$ cat src/rtl/cpwm_pkg.sv
package cpwm_pkg;

  typedef enum logic {
    DIR_DOWN = 1'b0,
    DIR_UP   = 1'b1
  } cnt_dir_e;

  // Marks that the coming clock edge lands on a reload point
  typedef struct packed {
    logic full;   // edge into period start
    logic half;   // edge into mid-period turning point
  } reload_pt_t;

endpackage

$ cat src/rtl/cpwm_updown.sv
module cpwm_updown #(
  parameter int CNT_W = 16,
  parameter int MOD   = 16
) (
  input  logic                  clk_i,
  input  logic                  rst_ni,
  output logic [CNT_W-1:0]      ctr_o,
  output cpwm_pkg::cnt_dir_e    dir_o,
  output cpwm_pkg::reload_pt_t  pt_o
);
  import cpwm_pkg::*;

  localparam logic [CNT_W-1:0] TOP     = CNT_W'(MOD);
  localparam logic [CNT_W-1:0] LAST_UP = CNT_W'(MOD - 1);
  localparam logic [CNT_W-1:0] ONE     = CNT_W'(1);

  logic [CNT_W-1:0] ctr_q, ctr_d;
  cnt_dir_e         dir_q, dir_d;
  reload_pt_t       pt;
  logic             cnt_en;

  assign cnt_en = 1'b1;

  always_comb begin
    ctr_d = ctr_q;
    dir_d = dir_q;
    pt    = '0;
    if (dir_q == DIR_UP) begin
      if (ctr_q == LAST_UP) begin
        ctr_d   = TOP;
        dir_d   = DIR_DOWN;
        pt.half = 1'b1;
      end else begin
        ctr_d = ctr_q + ONE;
      end
    end else begin
      if (ctr_q == ONE) begin
        ctr_d   = '0;
        dir_d   = DIR_UP;
        pt.full = 1'b1;
      end else begin
        ctr_d = ctr_q - ONE;
      end
    end
  end

  always_ff @(posedge clk_i or negedge rst_ni) begin
    if (!rst_ni) begin
      ctr_q <= '0;
      dir_q <= DIR_UP;
    end else if (cnt_en) begin
      ctr_q <= ctr_d;
      dir_q <= dir_d;
    end
  end

  assign ctr_o = ctr_q;
  assign dir_o = dir_q;
  assign pt_o  = pt;


  ctr_range_chk: assert property (@(posedge clk_i) disable iff (!rst_ni)
    (ctr_q <= TOP) && ((dir_q == DIR_DOWN) || (ctr_q < TOP)));


  dir_turn_chk: assert property (@(posedge clk_i) disable iff (!rst_ni)
    (dir_q == DIR_UP && ctr_q == LAST_UP) |=> (dir_q == DIR_DOWN && ctr_q == TOP));

endmodule

$ cat src/rtl/cpwm_shadow.sv
module cpwm_shadow #(
  parameter int CNT_W = 16
) (
  input  logic                  clk_i,
  input  logic                  rst_ni,
  input  logic [CNT_W-1:0]      cmp_even_i,
  input  logic                  wr_even_i,
  input  logic [CNT_W-1:0]      cmp_odd_i,
  input  logic                  wr_odd_i,
  input  logic                  ldok_set_i,
  input  logic                  half_reload_i,
  input  cpwm_pkg::reload_pt_t  pt_i,
  output logic [CNT_W-1:0]      act_even_o,
  output logic [CNT_W-1:0]      act_odd_o,
  output logic                  ldok_o
);

  logic [CNT_W-1:0] hold_e_q, hold_e_d, hold_o_q, hold_o_d;
  logic [CNT_W-1:0] act_e_q, act_e_d, act_o_q, act_o_d;
  logic             ldok_q, ldok_d;
  logic             take;

  always_comb begin
    take     = ldok_q & (pt_i.full | (pt_i.half & half_reload_i));
    hold_e_d = wr_even_i ? cmp_even_i : hold_e_q;
    hold_o_d = wr_odd_i  ? cmp_odd_i  : hold_o_q;
    act_e_d  = take ? hold_e_q : act_e_q;
    act_o_d  = take ? hold_o_q : act_o_q;
    ldok_d   = ldok_set_i | (ldok_q & ~take);
  end

  always_ff @(posedge clk_i or negedge rst_ni) begin
    if (!rst_ni) begin
      hold_e_q <= '0;
      hold_o_q <= '0;
    end else begin
      if (wr_even_i) hold_e_q <= hold_e_d;
      if (wr_odd_i)  hold_o_q <= hold_o_d;
    end
  end

  always_ff @(posedge clk_i or negedge rst_ni) begin
    if (!rst_ni) begin
      act_e_q <= '0;
      act_o_q <= '0;
      ldok_q  <= 1'b0;
    end else begin
      if (take) begin
        act_e_q <= act_e_d;
        act_o_q <= act_o_d;
      end
      ldok_q <= ldok_d;
    end
  end

  assign act_even_o = act_e_q;
  assign act_odd_o  = act_o_q;
  assign ldok_o     = ldok_q;


  ldok_fall_chk: assert property (@(posedge clk_i) disable iff (!rst_ni)
    $fell(ldok_q) |-> $past(pt_i.full || (pt_i.half && half_reload_i)));


  act_hold_chk: assert property (@(posedge clk_i) disable iff (!rst_ni)
    !(pt_i.full || pt_i.half) |=> ($stable(act_e_q) && $stable(act_o_q)));

endmodule

$ cat src/rtl/cpwm_shape.sv
module cpwm_shape #(
  parameter int CNT_W = 16,
  parameter int MOD   = 16
) (
  input  logic [CNT_W-1:0]   ctr_i,
  input  cpwm_pkg::cnt_dir_e dir_i,
  input  logic [CNT_W-1:0]   act_even_i,
  input  logic [CNT_W-1:0]   act_odd_i,
  output logic               raw_o,
  output logic               en_o
);
  import cpwm_pkg::*;

  localparam logic [CNT_W-1:0] TOP = CNT_W'(MOD);

  logic e_sat, o_sat, e_hit, o_hit;

  always_comb begin
    e_sat = (act_even_i >= TOP);
    o_sat = (act_odd_i  >= TOP);
    e_hit = e_sat | (ctr_i >= (TOP - act_even_i));
    o_hit = o_sat | (ctr_i >  (TOP - act_odd_i));
    raw_o = (dir_i == DIR_UP) ? e_hit : o_hit;
    en_o  = (|act_even_i) | (|act_odd_i);
  end

endmodule

$ cat src/rtl/cpwm_deadband.sv
module cpwm_deadband #(
  parameter int DT_W = 8
) (
  input  logic            clk_i,
  input  logic            rst_ni,
  input  logic            raw_i,
  input  logic            en_i,
  input  logic [DT_W-1:0] dead_i,
  output logic            even_o,
  output logic            odd_o
);

  localparam logic [DT_W-1:0] SAT = {DT_W{1'b1}};

  logic            raw_q, en_q;
  logic [DT_W-1:0] settle_q, settle_d;
  logic            moved, ready;

  always_comb begin
    moved = (raw_i != raw_q) || (en_i != en_q);
    if (moved)                settle_d = '0;
    else if (settle_q != SAT) settle_d = settle_q + 1'b1;
    else                      settle_d = settle_q;
  end

  always_ff @(posedge clk_i or negedge rst_ni) begin
    if (!rst_ni) begin
      raw_q    <= 1'b0;
      en_q     <= 1'b0;
      settle_q <= '0;
    end else begin
      raw_q    <= raw_i;
      en_q     <= en_i;
      settle_q <= settle_d;
    end
  end

  assign ready  = (settle_q >= dead_i);
  assign even_o = en_q &  raw_q & ready;
  assign odd_o  = en_q & ~raw_q & ready;


  dt_gap_chk: assert property (@(posedge clk_i) disable iff (!rst_ni)
    ($fell(even_o) && dead_i != '0) |-> !odd_o);

endmodule

$ cat src/rtl/cpwm_pair.sv
module cpwm_pair #(
  parameter int CNT_W = 16,
  parameter int MOD   = 16,
  parameter int DT_W  = 8
) (
  input  logic             clk_i,
  input  logic             rst_ni,
  input  logic [CNT_W-1:0] cmp_even_i,
  input  logic             wr_even_i,
  input  logic [CNT_W-1:0] cmp_odd_i,
  input  logic             wr_odd_i,
  input  logic             ldok_set_i,
  input  logic             half_reload_i,
  input  logic [DT_W-1:0]  dead_i,
  output logic             pwm_even_o,
  output logic             pwm_odd_o,
  output logic             ldok_o
);
  import cpwm_pkg::*;

  logic [1:0]       rs_q;
  logic             rst_sync_n;
  logic [CNT_W-1:0] ctr;
  cnt_dir_e         dir;
  reload_pt_t       pt;
  logic [CNT_W-1:0] act_e, act_o;
  logic             raw, en;

  always_ff @(posedge clk_i or negedge rst_ni) begin
    if (!rst_ni) rs_q <= '0;
    else         rs_q <= {rs_q[0], 1'b1};
  end
  assign rst_sync_n = rs_q[1];

  cpwm_updown #(.CNT_W(CNT_W), .MOD(MOD)) u_cnt (
    .clk_i  (clk_i),
    .rst_ni (rst_sync_n),
    .ctr_o  (ctr),
    .dir_o  (dir),
    .pt_o   (pt)
  );

  cpwm_shadow #(.CNT_W(CNT_W)) u_shadow (
    .clk_i         (clk_i),
    .rst_ni        (rst_sync_n),
    .cmp_even_i    (cmp_even_i),
    .wr_even_i     (wr_even_i),
    .cmp_odd_i     (cmp_odd_i),
    .wr_odd_i      (wr_odd_i),
    .ldok_set_i    (ldok_set_i),
    .half_reload_i (half_reload_i),
    .pt_i          (pt),
    .act_even_o    (act_e),
    .act_odd_o     (act_o),
    .ldok_o        (ldok_o)
  );

  cpwm_shape #(.CNT_W(CNT_W), .MOD(MOD)) u_shape (
    .ctr_i      (ctr),
    .dir_i      (dir),
    .act_even_i (act_e),
    .act_odd_i  (act_o),
    .raw_o      (raw),
    .en_o       (en)
  );

  cpwm_deadband #(.DT_W(DT_W)) u_db (
    .clk_i  (clk_i),
    .rst_ni (rst_sync_n),
    .raw_i  (raw),
    .en_i   (en),
    .dead_i (dead_i),
    .even_o (pwm_even_o),
    .odd_o  (pwm_odd_o)
  );


  dis_quiet_chk: assert property (@(posedge clk_i) disable iff (!rst_sync_n)
    (act_e == '0 && act_o == '0) |=> (!pwm_odd_o && !pwm_even_o));

endmodule

$ cat config.mk
export PLATFORM = sky130hd
export DESIGN_NAME = cpwm_pair
export DESIGN_NICKNAME = d
export VERILOG_FILES = /design/src/rtl/cpwm_pkg.sv /design/src/rtl/cpwm_updown.sv /design/src/rtl/cpwm_shadow.sv /design/src/rtl/cpwm_shape.sv /design/src/rtl/cpwm_deadband.sv /design/src/rtl/cpwm_pair.sv
export SDC_FILE = /design/constraint.sdc
export NUM_CORES = 1
export LEC_CHECK = 0
export BUFFER_PORTS_ARGS = -buffer_cell sky130_fd_sc_hd__clkbuf_2
export CAP_MARGIN = 40
export CORE_ASPECT_RATIO = 0.5
export CORE_MARGIN = 5
export CORE_UTILIZATION = 55
export DETAILED_ROUTE_END_ITERATION = 12
export PLACE_DENSITY = 0.77
export SYNTH_ARGS = -nofsm -noshare
export SYNTH_HDL_FRONTEND = slang
export SYNTH_HIERARCHICAL = 1
export SYNTH_SLANG_ARGS = --single-unit
$ cat constraint.sdc
create_clock -name clk_i -period 7.79 [get_ports clk_i]
set_input_delay 1.558 -clock clk_i [delete_from_list [all_inputs] [get_ports clk_i]]
set_output_delay 1.558 -clock clk_i [all_outputs]
set_load 0.005 [all_outputs]
Word level (Yosys, flattened, before mapping)
Cells that the tools add are included.
Widths: inputs -> output; s select.
{"block": "op_classes", "n_addsub": 5, "n_mul": 0, "n_div": 0, "order_cmp": 5, "eq_ne": 5, "shift": 0, "mux": 12, "n_bitwise": 14, "n_reduce_logical": 4}
{"op": "$mux 16", "n": 3}
{"op": "$ge 16x5->1 const B", "n": 2}
{"op": "$reduce_or 16->1", "n": 2}
{"op": "$sub 5x16->16 const A", "n": 2}
{"op": "$add 16x1->16 const B", "n": 1}
{"op": "$eq 16x1->1 const B", "n": 1}
{"op": "$eq 16x4->1 const B", "n": 1}
{"op": "$ge 16x16->1", "n": 1}
{"op": "$gt 16x16->1", "n": 1}
{"op": "$mux 8", "n": 2}
{"op": "$sub 16x1->16 const B", "n": 1}
{"op": "$add 8x1->8 const B", "n": 1}
{"op": "$ge 8x8->1", "n": 1}
{"op": "$ne 8x8->1 const B", "n": 1}
{"op": "$and 1x1->1", "n": 7}
{"op": "$mux 1", "n": 7}
{"op": "$or 1x1->1", "n": 5}
{"op": "$ne 1x1->1", "n": 2}
{"op": "$not 1->1", "n": 2}
{"op": "$reduce_bool 2->1", "n": 1}
{"op": "$logic_or 1x1->1", "n": 1}
{"block": "totals", "regBits": 94, "latchBits": 0, "ram_bits": 0, "rom_bits": 0, "inputBits": 46, "out_inout_bits": 3, "n_memories": 0}

Depth between registers and ports, before layout
{"block": "logic_depth", "word_depth": 9, "mapped_depth": 16, "depth_no_buf": 16}

Cells and area by module
Netlist, hierarchy kept.
{"module": "cpwm_shadow", "n_inst": 1, "cells_each": 216, "area_per_inst_um2": 2899.0, "seq_area_each_um2": 1626.6}
{"module": "cpwm_updown", "n_inst": 1, "cells_each": 152, "area_per_inst_um2": 1336.3, "seq_area_each_um2": 426.7}
{"module": "cpwm_shape", "n_inst": 1, "cells_each": 163, "area_per_inst_um2": 1255.0, "seq_area_each_um2": 0.0}
{"module": "cpwm_deadband", "n_inst": 1, "cells_each": 78, "area_per_inst_um2": 718.2, "seq_area_each_um2": 250.2}
{"module": "cpwm_pair", "n_inst": 1, "cells_each": 3, "area_per_inst_um2": 53.8, "seq_area_each_um2": 50.0}

Worst setup path after synthesis
No wires, ideal clock.
{"block": "synth_path", "kind": "input to output", "from": "in dead_i[0]", "to": "out pwm_even_o", "t_arrival_ps": 2595, "setup_slack_ps": 3637, "path_stages": 4, "path_buffers": 0, "cell_sequence": "ha_1 nand2b_1 a2111oi_0 o32ai_1"}
{"block": "synth_via", "elab_chain_len": 2}
{"element": "from (decl)", "line_no": "cpwm_pair.sv:14", "text": "input logic [DT_W-1:0] dead_i,"}
{"element": "$ge 8x8->1", "line_no": "cpwm_deadband.sv:38", "text": "assign ready = (settle_q >= dead_i);"}
{"element": "$and 1x1->1", "line_no": "cpwm_deadband.sv:39", "text": "assign even_o = en_q & raw_q & ready;"}
{"element": "to (decl)", "line_no": "cpwm_pair.sv:15", "text": "output logic pwm_even_o,"}
Every way passes these cells.

Worst setup path after layout
{"block": "layout_path", "from": "in dead_i[0]", "to": "out pwm_odd_o"}
{"block": "layout_via", "elab_chain_len": 2}
{"element": "$ge 8x8->1", "line_no": "cpwm_deadband.sv:38"}
{"element": "$and 1x1->1", "line_no": "cpwm_deadband.sv:40", "text": "assign odd_o = en_q & ~raw_q & ready;"}
{"element": "to (decl)", "line_no": "cpwm_pair.sv:16", "text": "output logic pwm_odd_o,"}
Every way passes these cells.

==> impl_metrics.ini <==
[sta]
fin_crit_sh_pct = 59.0
worst_pin_slew_ns = 0.704
rsz0062_at_grt = false
finClkSkew_ns = 0.00656
timing.final.hold_violations = 0
whs_ns = 0.327
tns_ns = 0
fin_crit_ns = 4.60
finalSetupViolCount = 0
worst_slew_margin_rel_pct = 51.8
maxSlewViolCount = 0
clock.fmax_ghz = 0.218

[worst_setup_path]
cp.required_ns = 6.23
crit_fanout = 2
crit_start = dead_i[0]
critPathCaptureType = primary output
path_class = in -> out
rr_startpoint = u_shadow/act_odd_o[0]
start_kind = input pin
arrival_ns = 3.04
reg2reg_depth = 16

[global_routing]
grt_overflow_total = 0
antenna_found_initial = 0
grt_pass1_vias = 4802
grt_max_degree = 50
grt_usage_pct = 21.0
grt_pass1_wl_um = 23600

[floorplan]
boundaryPins = 49
core-area_um2 = 11000
start_util_pct = 56.7
die_h_um = 85.5
die_w_um = 161
die_area_um2 = 13700
core.rowCount = 27

[yosys]
synth_area_leaders = dfrtp_1 37%, ha_1 9.2%, o32ai_2 7.8%, mux2_2 5.9%, nand2_1 3.5%
synth_top_family_by_area = compound AO/OA/AOI/OAI gates
ys_ff_latch = 94
synth_nets = 704
yosysTopAreaCell = dfrtp_1
synthTopCellsByCount = 93 x dfrtp_1, 59 x nand2_1, 55 x inv_1
synth-main-ff-cell = dfrtp_1
seq_area_frac_synth_pct = 37.6
ys_types = 77
synth_fa_ha_area_share_pct = 9.19
synth.most_common_cell = dfrtp_1
muxShareOfSynthArea_pct = 6.41
syn_area_um2 = 6260
synthSimpleGateAreaFrac_pct = 16.9
synth_edf_count = 0
avgSynthCellArea_um2 = 10.2
synthArstFlopShare_pct = 100
synth_cells = 612
synth_compound_area_share_pct = 19.3
synth_xor_area_share_pct = 4.06
synth.top_cell.area_share_pct = 37.2
yosys_warnings = 6

[placed_design]
portBuffers = 48
gp_congestion = 0.915
place_hpwl_um = 9710
dp_cells = 780

[pwr]
cellLeakagePower_nw = 3.07
power.density_nw_per_um2 = 147
vdd.ir_drop.worst_v = 0.000149

[cts]
clock_latency_ns = 0.35
cts_setup_buffers = 0
clock_sinks = 94
numCtsBuffers = 9
clk_pin_slew_ns = 0.07
cts_resized = 0
htreeDepth = 3
cts_hold_buf = 0
cts_tree = built
cts_buffer_depth = 2
root_buffer = clkbuf_16

[drt]
vias = 4917
wl_met1_um = 6460
top_layer = met4
drt_first_iter_violations = 411
postRouteAntennaNets = 0
wire_per_inst_um = 17.2
dr_wl_met2_um = 6160
drt-pass1-iter-count = 5
via_per_inst = 6.17
wl_um = 13700
dr_wl_met3_um = 818
route.detailed.drc = 0

[finish]
multi_input_area_um2 = 3510
nets = 739
diodes = 0
synthToLayoutAreaGrowth_pct = 9.17
fillCellCount = 931
stdcell_count = 797
drive_gt1_share_pct = 23.9
seqCellArea_um2 = 2360

[job]
maxCapViolations = 0

[status]
outcome = finished clean

[worst_hold_path]
hp-class = reg -> async
==> per-stage QoR <==
stage	power [W]	util (%)	worst slack (ns)	area, um2
2_1_floorplan	0.000564	-	3.64	6260
3_3_place_gp	0.000583	59.0	3.31	6520
3_5_place_dp	0.000586	59.2	3.10	6540
4_1_cts	0.00102	61.8	3.09	6830
5_1_grt	0.00105	61.9	3.01	6840
6_report	0.00101	61.9	3.19	6840
==> cells in the final DEF (no fill, tap or decap), types with 4 or more instances in the layout <==
cell       instances
clkbuf_16          9
nand4_1           19
clkbuf_2          49
a21oi_1           20
nor2_1            25
a21o_1             6
dfrtp_1           92
and3_1             4
nand2_1           59
a221oi_1           6
nor3_1            23
mux2_2            33
a211oi_1           5
inv_1             55
o32ai_2           30
nor4_1             9
o21ai_0           11
o32ai_1            4
ha_1              46
nand2b_1           5
xnor2_1            7
xor2_1            22
nand3_1           23
==> worst max-delay path: stages <==
cell and delay, ns:
clkbuf_2 0.08, ha_1 0.27, nand2b_1 0.13, a2111oi_0 0.67
o32ai_1 0.19, clkbuf_2 0.15
==> final cells by class <==
| type | instances | area share, % |
|---|---|---|
| sequential | 94 | 34.5 |
| clock buffer | 9 | 3.29 |
| inverter | 56 | 3.07 |
| clock inverter | 7 | 0.933 |
| multi-input combinational | 433 | 51.4 |
| timing repair buffer | 53 | 4.21 |
| tap | 145 | 2.65 |
==> final timing paths <==
check	endpoint	slack (ns)
setup / recovery	pwm_odd_o	3.19
hold / removal	u_shadow/hold_o_q[4]	0.33
setup reg to reg	u_db/settle_q[3]	3.57
hold reg to reg	u_shadow/hold_o_q[4]	0.33
max in group asynchronous	u_shadow/act_odd_o[15]	6.45
min in group clk_i	rs_q[1]	0.35
==> power by group <==
| part | switching [W] | internal, W |
|---|---|---|
| registers | 0.0000135 | 0.000505 |
| logic | 0.0000254 | 0.0000323 |
| clock network | 0.000207 | 0.000224 |
==> registers in the layout (all words and copies together), names as in the netlist <==
register             flops
u_shadow/act_even_o     16
u_shadow/act_odd_o      16
u_shadow/hold_o_q       16
u_db/en_q                1
u_db/settle_q            8
u_cnt/ctr_o             16
u_shadow/ldok_o          1
u_shadow/hold_e_q       16
u_cnt/dir_o              1
u_db/raw_q               1
rs_q                     2
==> per-layer routing <==
metal / global-route usage, % / vias to the layer above
li1: - / 2335
met1: 29.4 / 2371
met2: 33.6 / 183
met3: 4.17 / 28
met4: 5.73 / 0
met5: 0 / -
==> kinds of logic after synthesis <==
logic type	count (synthesis)
compound gates	124
mux	36
other cells	1
flops	94
fa+ha+maj	46
buf+inv	85
xor+xnor	29
simple gates	197
Power figures use the tool's default switching activity.
